$ cat src/rtl/sdiv_pkg.sv
// Package: shared types for the sequential divider.
// Assumes nothing beyond IEEE 1800-2017 enum support.
package sdiv_pkg;
    // Verdict of the operand check made on an accepted start.
    typedef enum logic [1:0] {
        CHK_OK   = 2'd0,
        CHK_ZERO = 2'd1,
        CHK_OVF  = 2'd2
    } chk_e;
endpackage

$ cat src/rtl/sdiv_precheck.sv
// Module: sdiv_precheck
// Classifies operands before any iteration. A zero divisor wins over
// overflow. Overflow means the dividend's upper half is >= the divisor,
// so the quotient would need more than DVS_W bits.
// Assumes: purely combinational, operands stable while sampled.
module sdiv_precheck
    import sdiv_pkg::*;
#(
    parameter int DVS_W = 16
) (
    input  logic [DVS_W-1:0] dvd_hi,
    input  logic [DVS_W-1:0] dvs,
    output chk_e             verdict
);
    // Priority classification of the operand pair.
    always_comb begin
        if (dvs == '0)
            verdict = CHK_ZERO;
        else if (dvd_hi >= dvs)
            verdict = CHK_OVF;
        else
            verdict = CHK_OK;
    end
endmodule

$ cat src/rtl/sdiv_step.sv
// Module: sdiv_step
// One restoring step: shift the working register left, with a 0 entering
// the LSB. If a 1 leaves the top, or the upper half is >= the divisor,
// subtract the divisor from the upper half and set the LSB.
// Assumes: dvs is nonzero and the upper half of work is below dvs.
module sdiv_step #(
    parameter int DVS_W = 16
) (
    input  logic [2*DVS_W-1:0] work,
    input  logic [DVS_W-1:0]   dvs,
    output logic [2*DVS_W-1:0] work_nxt
);
    localparam int DVD_W = 2 * DVS_W;

    logic               carry_out;
    logic [DVD_W-1:0]   shifted;
    logic [DVS_W:0]     diff;
    logic               fits;

    // Shift and trial-subtract; the borrow of the wide difference decides.
    always_comb begin
        carry_out = work[DVD_W-1];
        shifted   = {work[DVD_W-2:0], 1'b0};
        diff      = {1'b0, shifted[DVD_W-1:DVS_W]} - {1'b0, dvs};
        fits      = carry_out | ~diff[DVS_W];
        if (fits)
            work_nxt = {diff[DVS_W-1:0], shifted[DVS_W-1:1], 1'b1};
        else
            work_nxt = shifted;
    end
endmodule

$ cat src/rtl/sdiv_ctrl.sv
// Module: sdiv_ctrl
// Sequencer. Accepts start only when idle. Faults finish at once;
// valid operands run DVS_W steps. Generates busy, the done pulse and
// sticky fault flags that clear on the next accepted start.
// Assumes: synchronous active-low reset.
module sdiv_ctrl
    import sdiv_pkg::*;
#(
    parameter int DVS_W = 16
) (
    input  logic clk,
    input  logic rst_n,
    input  logic start,
    input  chk_e verdict,
    output logic load,
    output logic step_en,
    output logic busy,
    output logic done,
    output logic err_zero,
    output logic err_ovf
);
    localparam int CNT_W = (DVS_W > 1) ? $clog2(DVS_W) : 1;
    localparam logic [CNT_W-1:0] LAST = CNT_W'(DVS_W - 1);

    logic             accept;
    logic [CNT_W-1:0] cnt;

    // Decode an accepted start and the step enable.
    always_comb begin
        accept  = start & ~busy;
        load    = accept & (verdict == CHK_OK);
        step_en = busy;
    end

    // Sequence state, step counter, done pulse and fault flags.
    always_ff @(posedge clk) begin
        if (!rst_n) begin
            busy     <= 1'b0;
            done     <= 1'b0;
            err_zero <= 1'b0;
            err_ovf  <= 1'b0;
            cnt      <= '0;
        end else begin
            done <= 1'b0;
            if (accept) begin
                err_zero <= (verdict == CHK_ZERO);
                err_ovf  <= (verdict == CHK_OVF);
                cnt      <= '0;
                if (verdict == CHK_OK)
                    busy <= 1'b1;
                else
                    done <= 1'b1;
            end else if (busy) begin
                cnt <= cnt + 1'b1;
                if (cnt == LAST) begin
                    busy <= 1'b0;
                    done <= 1'b1;
                end
            end
        end
    end

    assert_done_pulse_R9: assert property (@(posedge clk) disable iff (!rst_n)
        done |=> !done);
    assert_no_overlap_R4: assert property (@(posedge clk) disable iff (!rst_n)
        done |-> !busy);
    assert_zero_prio_R10: assert property (@(posedge clk) disable iff (!rst_n)
        !(err_zero && err_ovf));
    assert_fault_fast_R2: assert property (@(posedge clk) disable iff (!rst_n)
        (start && !busy && verdict != CHK_OK) |=> (done && !busy));
endmodule

$ cat src/rtl/sdiv_top.sv
// Module: sdiv_top
// Sequential unsigned divider: (2*DVS_W)-bit dividend by DVS_W-bit divisor.
// Holds the working register and the latched divisor, and wires the
// check, step and sequencer units together.
// Assumes: operands are valid in the cycle start is high.
module sdiv_top
    import sdiv_pkg::*;
#(
    parameter int DVS_W = 16
) (
    input  logic                 clk,
    input  logic                 rst_n,
    input  logic                 start,
    input  logic [2*DVS_W-1:0]   dividend,
    input  logic [DVS_W-1:0]     divisor,
    output logic                 busy,
    output logic                 done,
    output logic [DVS_W-1:0]     quotient,
    output logic [DVS_W-1:0]     remainder,
    output logic                 div_zero,
    output logic                 overflow
);
    localparam int DVD_W = 2 * DVS_W;

    chk_e             verdict;
    logic             load;
    logic             step_en;
    logic [DVD_W-1:0] work_q;
    logic [DVD_W-1:0] work_nxt;
    logic [DVS_W-1:0] dvs_q;

    sdiv_precheck #(.DVS_W(DVS_W)) u_check (
        .dvd_hi  (dividend[DVD_W-1:DVS_W]),
        .dvs     (divisor),
        .verdict (verdict)
    );

    sdiv_step #(.DVS_W(DVS_W)) u_step (
        .work     (work_q),
        .dvs      (dvs_q),
        .work_nxt (work_nxt)
    );

    sdiv_ctrl #(.DVS_W(DVS_W)) u_ctrl (
        .clk      (clk),
        .rst_n    (rst_n),
        .start    (start),
        .verdict  (verdict),
        .load     (load),
        .step_en  (step_en),
        .busy     (busy),
        .done     (done),
        .err_zero (div_zero),
        .err_ovf  (overflow)
    );

    // Load operands on an accepted start, then advance one step per clock.
    always_ff @(posedge clk) begin
        if (!rst_n) begin
            work_q <= '0;
            dvs_q  <= '0;
        end else if (load) begin
            work_q <= dividend;
            dvs_q  <= divisor;
        end else if (step_en) begin
            work_q <= work_nxt;
        end
    end

    // Result fields of the working register.
    always_comb begin
        quotient  = work_q[DVS_W-1:0];
        remainder = work_q[DVD_W-1:DVS_W];
    end

    assert_rem_below_R6: assert property (@(posedge clk) disable iff (!rst_n)
        (done && !div_zero && !overflow) |-> (remainder < dvs_q));
    assert_busy_start_R7: assert property (@(posedge clk) disable iff (!rst_n)
        (busy && start) |=> $stable(dvs_q));
    assert_hold_R8: assert property (@(posedge clk) disable iff (!rst_n)
        (!busy && !start && !done) |=> ($stable(work_q) && $stable(div_zero) && $stable(overflow)));
endmodule

$ cat config.mk
export PLATFORM = sky130hd
export DESIGN_NAME = sdiv_top
export DESIGN_NICKNAME = d
export VERILOG_FILES = /design/src/rtl/sdiv_pkg.sv /design/src/rtl/sdiv_precheck.sv /design/src/rtl/sdiv_step.sv /design/src/rtl/sdiv_ctrl.sv /design/src/rtl/sdiv_top.sv
export SDC_FILE = /design/constraint.sdc
export NUM_CORES = 1
export LEC_CHECK = 0
export BUFFER_PORTS_ARGS = -buffer_cell sky130_fd_sc_hd__buf_2
export CORE_ASPECT_RATIO = 1.25
export CORE_UTILIZATION = 40
export CTS_BUF_LIST = sky130_fd_sc_hd__clkbuf_16
export CTS_CLUSTER_SIZE = 10
export DETAILED_ROUTE_END_ITERATION = 7
export GPL_ROUTABILITY_DRIVEN = 0
export PLACE_DENSITY = 0.58
export SLEW_MARGIN = 5
export SYNTH_ARGS = -nofsm -noshare
export SYNTH_HDL_FRONTEND = slang
export SYNTH_SLANG_ARGS = --single-unit
export TNS_END_PERCENT = 100
$ cat constraint.sdc
create_clock -name clk -period 5 [get_ports clk]
set_input_delay 1.5 -clock clk [delete_from_list [all_inputs] [get_ports clk]]
set_output_delay 1.5 -clock clk [all_outputs]
set_load 0.01 [all_outputs]
After elaboration in Yosys (flattened, before gate mapping)
Cells that the tools add are included.
- $add $sub $neg: 2
- equality and inequality tests: 4
- bitwise gates (word level): 6
- muxes and demuxes: 13
- magnitude comparators: 1
- reductions and logical operators: 4
- operator list (operator ; number):
    $mux 32 ; 3
    $sub 16x16->17 ; 1
    $ge 16x16->1 ; 1
    $logic_not 16->1 ; 1
    $mux 1 ; 8
    $add 4x1->4 const B ; 1
    $eq 4x4->1 const B ; 1
    $mux 2 ; 2
    $not 1->1 ; 3
    $and 1x1->1 ; 2
    $eq 2x1->1 const B ; 1
    $eq 2x2->1 const B ; 1
    $logic_not 2->1 ; 1
    $ne 2x2->1 const B ; 1
    $reduce_bool 2->1 ; 1
    $reduce_or 2->1 ; 1
    $or 1x1->1 ; 1
- bits of input ports: 51
- register bits after elaboration: 56
- word-level logic and storage cells: 37
- output and inout bits: 36

Logic depth before layout (Yosys ltp)
Gate-level depths: netlist of the first run.
- depth after elaboration: 6
- gate-level depth with buffers: 11
- depth with buffers taken out: 10

Hierarchy
A second synthesis of the first run with hierarchy kept.
- cells, all modules: 456
- area total of the unflattened synthesis: 4418.0 um2
- modules (own cells, without submodules) (module ; times used ; sequential area each (um2) ; cells an instance ; area each (um2)):
    sdiv_top ; 1 ; 960.9 ; 194 ; 2368.5
    sdiv_step ; 1 ; 0.0 ; 160 ; 1207.4
    sdiv_precheck ; 1 ; 0.0 ; 60 ; 436.7
    sdiv_ctrl ; 1 ; 160.2 ; 42 ; 405.4

Worst setup path after synthesis of the first run
No wires, ideal clock.
- path type: input -> register
- start: input port divisor[5]
- end: register work_q[29]
- stages on the path: 10
- buffers on the path: 1
- setup slack: 1622 ps
- required time: 4868 ps
- setup time: 132 ps
- arrival time: 3246 ps
- path through: inv_1 ha_1 and3_4 a221o_1 a31oi_2 o211a_2 nor2_1 buf_6 a221oi_2 a21oi_1
- cells in the longest elaborated chain, start to end: 6
- elaborated cells between the ends (all ways): 8
- those cells by class: order compare: 1; mux: 3; bitwise: 1; reduce/logical: 3
- ends and longest elaborated chain (item ; RTL line ; text):
    start: declaration ; sdiv_top.sv:15 ; input logic [DVS_W-1:0] divisor,
    $ge 16x16->1 ; sdiv_precheck.sv:19 ; else if (dvd_hi >= dvs)
    $mux 2 ; sdiv_precheck.sv:19 ;
    $mux 2 (*) ; sdiv_precheck.sv:17 ; if (dvs == '0)
    $logic_not 2->1 (*) ; sdiv_ctrl.sv:31 ; load = accept & (verdict == CHK_OK);
    $and 1x1->1 (*) ; sdiv_ctrl.sv:31 ;
    $mux 32 / $reduce_bool 2->1 (equally long branches) ; - ;
    end signal: assignment ; sdiv_top.sv:63 ; work_q <= dividend;
    end signal: assignment ; sdiv_top.sv:66 ; work_q <= work_nxt;
    end: declaration ; sdiv_top.sv:28 ; logic [DVD_W-1:0] work_q;
Mark *: on every way between the ends. The rest lies on a longest branch, timed or not.
A chain may end at the register's enable or synchronous reset.

Worst setup path in the final report of the first run
- start: input port divisor[11]
- end: register work_q[27]
The elaborated chain is that of the path after synthesis.

==> metrics.txt, run 1 <==
met1 Usage GRT 26.74%; fin crit share 76.16%; Starting Density 41.88%; initial antenna violation count 0; register area share after synthesis 30.43%; setup violators final 0; Max IR drop VDD 171.9 µV; Final Hold Fails 0; EDFF count, synth 0; Slew HR 29.16%; Vias 3569; FF-to-FF setup slack 1.95 ns; Hold Path Class reg -> reg; Reg clk slew, reported paths 0.07 ns; Clock Path Buffers 2; vias in the first global route 3323; Max Cap Viol 0; drt total wl 9907 µm; shortest period the worst path allows 3.808 ns; Pwr per Cell Area 388.6 nW/µm²; crit path DAT 3.95 ns; Yosys Warn Count 0; TNS Setup 0 ns; Worst Tran Pin Value 1.061 ns; dpl ws 0.9009 ns; Vias per Instance 5.408; row count 38; routed len/inst 15.01 µm; Residual DRC 0; dpl hpwl 7510 µm; I/O pin count 87; asr flop ratio synth 0%; layout overhead on the synthesized area 17.53%; Die Y 109.3 µm; busiest grt layer met2; fin. max-slew vios 0; Cells after Synth 463; CTS resizes 0; skew final 0.005037 ns; Setup CP Type in -> reg; RSZ-0062 raised after global routing no; H-tree depth 2; status finished, final reports clean; Post-Synth Adder-Cell Area 11.75%; nets 624; DRT Pass-1 Iters 4; post-synthesis simple-gate area fraction 18.07%; syn avg cell area 7.956 µm²; all-layer global routing usage 21.66%; largest net degree at the start of global routing 55; CTS tree yes; overflow left after global routing 0; CP Capture Type flip-flop; FF+latch area 1122 µm²; CP Max Fanout 21; Synth Flop Type dfxtp_1; Yosys cell types 69; GR met2 Demand/Resource 38.26%; CP Launch Type input port; Total Die Area 9599 µm²; total CTS buffers 5; CTS hold repair buffers 0; worst skew pair latency 0.30 ns; mux contribution to synthesized area 2.480%; DIE WIDTH 87.83 µm; Worst EP required 5.14 ns; Port Buffers 86; global routing usage on met3 2.928%; fill count 908; Lkg Pwr 1.965 nW; FMAX 0.2626 GHz; Root Driver clkbuf_16; synthesized cell area 3684 µm²; antenna cells 0; Synth Register Bits 56; setup bufs post-CTS 0; post-synth top area share 30.43%; Core Area 8796 µm²; Initial DRC Count 163; multi-input combinational cell area 2287 µm²; Final WS setup 1.192 ns; Compound-Gate Fraction of Synth Area 27.41%; global-route wire length before repair 16150 µm; post-synth top area cell dfxtp_1; XOR/XNOR share of the synthesized area 2.378%; Synth area leaders dfxtp_1, ha_1, a21oi_1; post-route ant nets 0; main combinational cell family by area after synthesis compound AO/OA/AOI/OAI gates; Sink Count 56; syn nets 548; layout cells sized above 1 21.48%
## through the flow
stage | hold slack (ns) | area (µm²) | utilization [%] | cells | power (mW)
4_1_cts | 0.4745 | 4329 | 49.22 | 660 | 1.702
2_1_floorplan | 0.4646 | 3684 | - | 463 | 1.137
3_3_place_gp | 0.4414 | 4182 | 47.54 | 652 | 1.322
6_report | 0.4721 | 4329 | 49.22 | 660 | 1.682
5_1_grt | 0.4943 | 4329 | 49.22 | 660 | 1.816
3_5_place_dp | 0.4643 | 4182 | 47.54 | 652 | 1.332
## registers in the layout, summed over array words and instances, names as in the netlist
register and count:
u_ctrl.err_ovf 1, u_ctrl.done 1, dvs_q 16, u_ctrl.busy 1
u_ctrl.cnt 4, work_q 32, u_ctrl.err_zero 1
## layer usage
| metal | routed length [µm] | part of all wire, % |
|---|---|---|
| met3 | 399 | 4.0 |
| met2 | 4753 | 48 |
| met1 | 4532 | 46 |
| met5 | 0 | 0 |
| met4 | 222 | 2.2 |
## where the power goes
group | switching [mW] | leakage [nW] | total [mW] | internal, mW
clock | 0.170 | 0.0742 | 0.358 | 0.188
sequential | 0.0419 | 0.459 | 0.535 | 0.494
combinational | 0.463 | 1.43 | 0.789 | 0.326
## path summary, 6_finish.rpt
check / cells after the start / to / startpoint
setup / recovery: 11 / work_q[27] / divisor[11]
setup reg to reg: 9 / work_q[24] / work_q[15]
hold / removal: 2 / work_q[14] / work_q[14]
hold reg to reg: 2 / work_q[14] / work_q[14]
## cells in the final DEF, fill, tap and decap left out, types with 3 or more instances in the layout
cell        n
nor2b_1     4
nor3b_1     3
inv_1      41
nand3_1    10
nor4_1      4
nand2_1    40
a211oi_1    3
mux2i_1     8
o21ai_0    15
and2_1      4
o21a_1      3
buf_2      86
a22oi_1    19
o221ai_1    6
clkbuf_16   5
ha_1       33
nor3_1      3
nand4_1     3
xnor2_1     8
nor2_1     53
o211ai_1    4
a31oi_1     3
o21bai_1    3
a21oi_1    60
dfxtp_1    55
and3_1      6
buf_4       5
## area by class of cell
| class | instances | share of cell area [%] |
|---|---|---|
| clock inverter | 3 | 0.5202 |
| sequential | 56 | 25.92 |
| clock buffer | 5 | 2.890 |
| inverter | 41 | 3.555 |
| tap | 120 | 3.468 |
| timing repair buffer | 91 | 10.81 |
| multi-input combinational | 344 | 52.83 |
## critical path, cell delays in order
cell and delay, ns:
buf_2 0.10, inv_1 0.04, ha_1 0.28, a21oi_1 0.21
o21ai_0 0.13, a221oi_1 0.50, o211a_2 0.50, nor2_1 0.07
buf_4 0.23, a221oi_1 0.27, a21oi_1 0.10
## cell usage after synthesis, drive strengths merged, types with 2 or more instances
master / number
ha: 33
nand2b: 2
a22oi: 19
nand4: 3
o31ai: 2
nor4: 4
o211ai: 6
nor2b: 5
xor2: 2
or2: 3
nand3: 10
and2: 4
a21oi: 62
buf: 12
o21ai: 17
inv: 41
dfxtp: 56
nand2: 40
nor3: 3
nor3b: 3
o21a: 3
a2111oi: 2
a21o: 2
o21bai: 3
a21boi: 3
a31oi: 4
o221ai: 7
xnor2: 8
clkbuf: 10
a221oi: 3
o2111ai: 2
mux2i: 8
nor2: 53
and3: 7
a211oi: 4
## cells by family (layout without fill, tap and decap cells)
logic type / after synthesis / count (layout)
buffers and inverters: 63 / 140
XOR/XNOR: 10 / 10
multiplexers: 9 / 9
AND/OR/NAND/NOR: 142 / 142
adder cells (fa/ha/maj): 34 / 34
flip-flops: 56 / 56
AO/OA/AOI/OAI: 149 / 149
(Power assumes the default switching activity.)
==> run 2, diff against run 1 <==
- clock period: 5 -> 3.6 ns (I/O delays scaled with it)
==> run 2 against run 1 <==
Against the previous run: count of clock-buffer cells in the layout unchanged; combinational power increased by 38%; register-to-register slack worse by 1.2 ns; sequential power grew 41%; global-route usage hardly changed; worst hold slack got worse by 0.013 ns; sequential share of layout area is 0.25 points lower; non-clock buffer count rose by 5; critical path depth decreased by 1; final cell count increased by 0.76%; critical endpoint is now work_q[24]; largest cell class unchanged.
==> metrics.txt, run 2 (synthesized netlist as in run 1, its figures left out) <==
status finished, final reports clean (unchanged); Worst Tran Pin Value 0.6153 ns (was 1.061 ns); setup violators final 0 (unchanged); CP Capture Type flip-flop (unchanged); Core Area 8796 µm² (unchanged); antenna cells 0 (unchanged); global-route wire length before repair 16080 µm (was 16150 µm); Initial DRC Count 81 (was 163); WHS 0.4591 ns (was 0.4721 ns); layout overhead on the synthesized area 18.68% (was 17.53%); CP delay by family, top compound AO/OA/AOI/OAI gates (unchanged); CTS hold repair buffers 0 (unchanged); Reg clk slew, reported paths 0.07 ns (about the same); largest net degree at the start of global routing 34 (was 55); Top reg by flops work_q (unchanged); CP max-delay cell a221o_1 (was a221oi_1); crit path DAT 3.33 ns (was 3.95 ns); DRT Pass-1 Iters 4 (unchanged); Lkg Pwr 1.986 nW (was 1.965 nW); FMAX 0.3199 GHz; initial antenna violation count 0 (unchanged); DIE WIDTH 87.83 µm (unchanged); sequence of cells on the critical path buf_2 > inv_1 > ha_1 > and3_4 > a221o_1 > a31oi_2 > o211a_2 > buf_4 > nor3_1 > a2111oi_2 (was buf_2 > inv_1 > ha_1 > a21oi_1 > o21ai_0 > a221oi_1 > o211a_2 > nor2_1 > buf_4 > a221oi_1 > a21oi_1); most frequent cells in the layout buf_2, a21oi_1, dfxtp_1 (unchanged); RSZ-0062 raised after global routing no (unchanged); Die Y 109.3 µm (unchanged); Pwr per Cell Area 539.3 nW/µm² (was 388.6 nW/µm²); Clock Path Buffers 2 (unchanged); H-tree depth 2 (unchanged); shortest period the worst path allows 3.126 ns; Residual DRC 0 (unchanged); nets 629 (was 624); Root Driver clkbuf_16 (unchanged); Slew HR 58.98% (was 29.16%); all-layer global routing usage 21.61% (was 21.66%); skew final 0.007330 ns (was 0.005037 ns); Critical path buffers and inverters 3 (unchanged); overflow left after global routing 0 (unchanged); largest registers work_q x32, dvs_q x16, u_ctrl.cnt x4 (unchanged); CTS tree yes (unchanged); post-route ant nets 0 (unchanged); fin crit share 86.84%; routed len/inst 14.62 µm (was 15.01 µm); slowest stage delay, CP 0.35 ns (was 0.50 ns); I/O pin count 87 (unchanged); Hold Path Class reg -> reg (unchanged); Starting Density 41.88% (unchanged); most common cell after layout, fill and taps aside buf_2 (unchanged); Max IR drop VDD 256.4 µV (was 171.9 µV); CP Launch Type input port (unchanged); Port Buffers 86 (unchanged); CP Max Fanout 33 (was 21); Vias per Instance 5.290 (was 5.408); layout cells sized above 1 22.20% (was 21.48%); CTS resizes 0 (unchanged); row count 38 (unchanged); max reg flops 32 (unchanged); Sink Count 56 (unchanged); dpl hpwl 7423 µm (was 7510 µm); drt total wl 9725 µm (was 9907 µm); setup bufs post-CTS 0 (unchanged); vias in the first global route 3282 (was 3323); Setup CP Type in -> reg (unchanged); Final Hold Fails 0 (unchanged); worst skew pair latency 0.30 ns (about the same); Vias 3518 (was 3569); Total Die Area 9599 µm² (unchanged); fin. max-slew vios 0 (unchanged); TNS Setup 0 ns (unchanged); total CTS buffers 5 (unchanged); Max Cap Viol 0 (unchanged); Worst EP required 3.81 ns (was 5.14 ns)
## run 2: changes by cell type in the layout (fill, tap and decap cells not counted)
cell,before,now
buf_4,5,10
clkinv_2,1,0
clkinvlp_4,0,1
inv_6,1,0
inv_8,0,1
## run 2: routing by layer
| metal | track usage [%] | wire, µm | vias up |
|---|---|---|---|
| met2 | 37.60 | 4774 | 65 |
| met4 | 4.918 | 96 | 0 |
| met5 | 0 | 0 | - |
| li1 | - | - | 1816 |
| met3 | 3.078 | 304 | 7 |
| met1 | 28.04 | 4551 | 1630 |
## run 2: final timing paths
check | startpoint | to | slack, ns | cells past startpoint
setup / recovery | divisor[5] | work_q[24] | 0.47 | 10
setup reg to reg | work_q[15] | work_q[24] | 0.74 | 11
hold / removal | u_ctrl.err_ovf | u_ctrl.err_ovf | 0.46 | 2
hold reg to reg | u_ctrl.err_ovf | u_ctrl.err_ovf | 0.46 | 2
## run 2: cell type report
cell class	instances	area (µm²)
clock buffer	5	125.1
inverter	41	153.9
clock inverter	3	27.53
fill	898	4424
timing repair buffer	96	505.5
multi-input combinational	344	2287
sequential	56	1122
tap	120	150.1
## run 2: worst min-delay path, cell delays in order (launching register included)
cell and delay (ns):
dfxtp_1 0.31, nand2_1 0.05, a21oi_1 0.05
## run 2: where the power goes
group / internal [mW] / total (mW) / switching (mW)
Combinational: 0.468 / 1.09 / 0.625
Clock: 0.265 / 0.511 / 0.247
Sequential: 0.685 / 0.753 / 0.0680
## run 2: metrics by stage
| stage | instances | cell area (µm²) | power (mW) | setup slack (ns) | util, % |
|---|---|---|---|---|---|
| after global placement | 657 | 4219 | 1.849 | 0.1977 | 47.97 |
| after global routing | 665 | 4372 | 2.550 | 0.3237 | 49.70 |
| after floorplan | 463 | 3684 | 1.579 | 0.6420 | - |
| after detailed placement | 657 | 4219 | 1.860 | 0.1425 | 47.97 |
| final | 665 | 4372 | 2.358 | 0.4737 | 49.70 |
| after CTS | 665 | 4372 | 2.376 | 0.4642 | 49.70 |
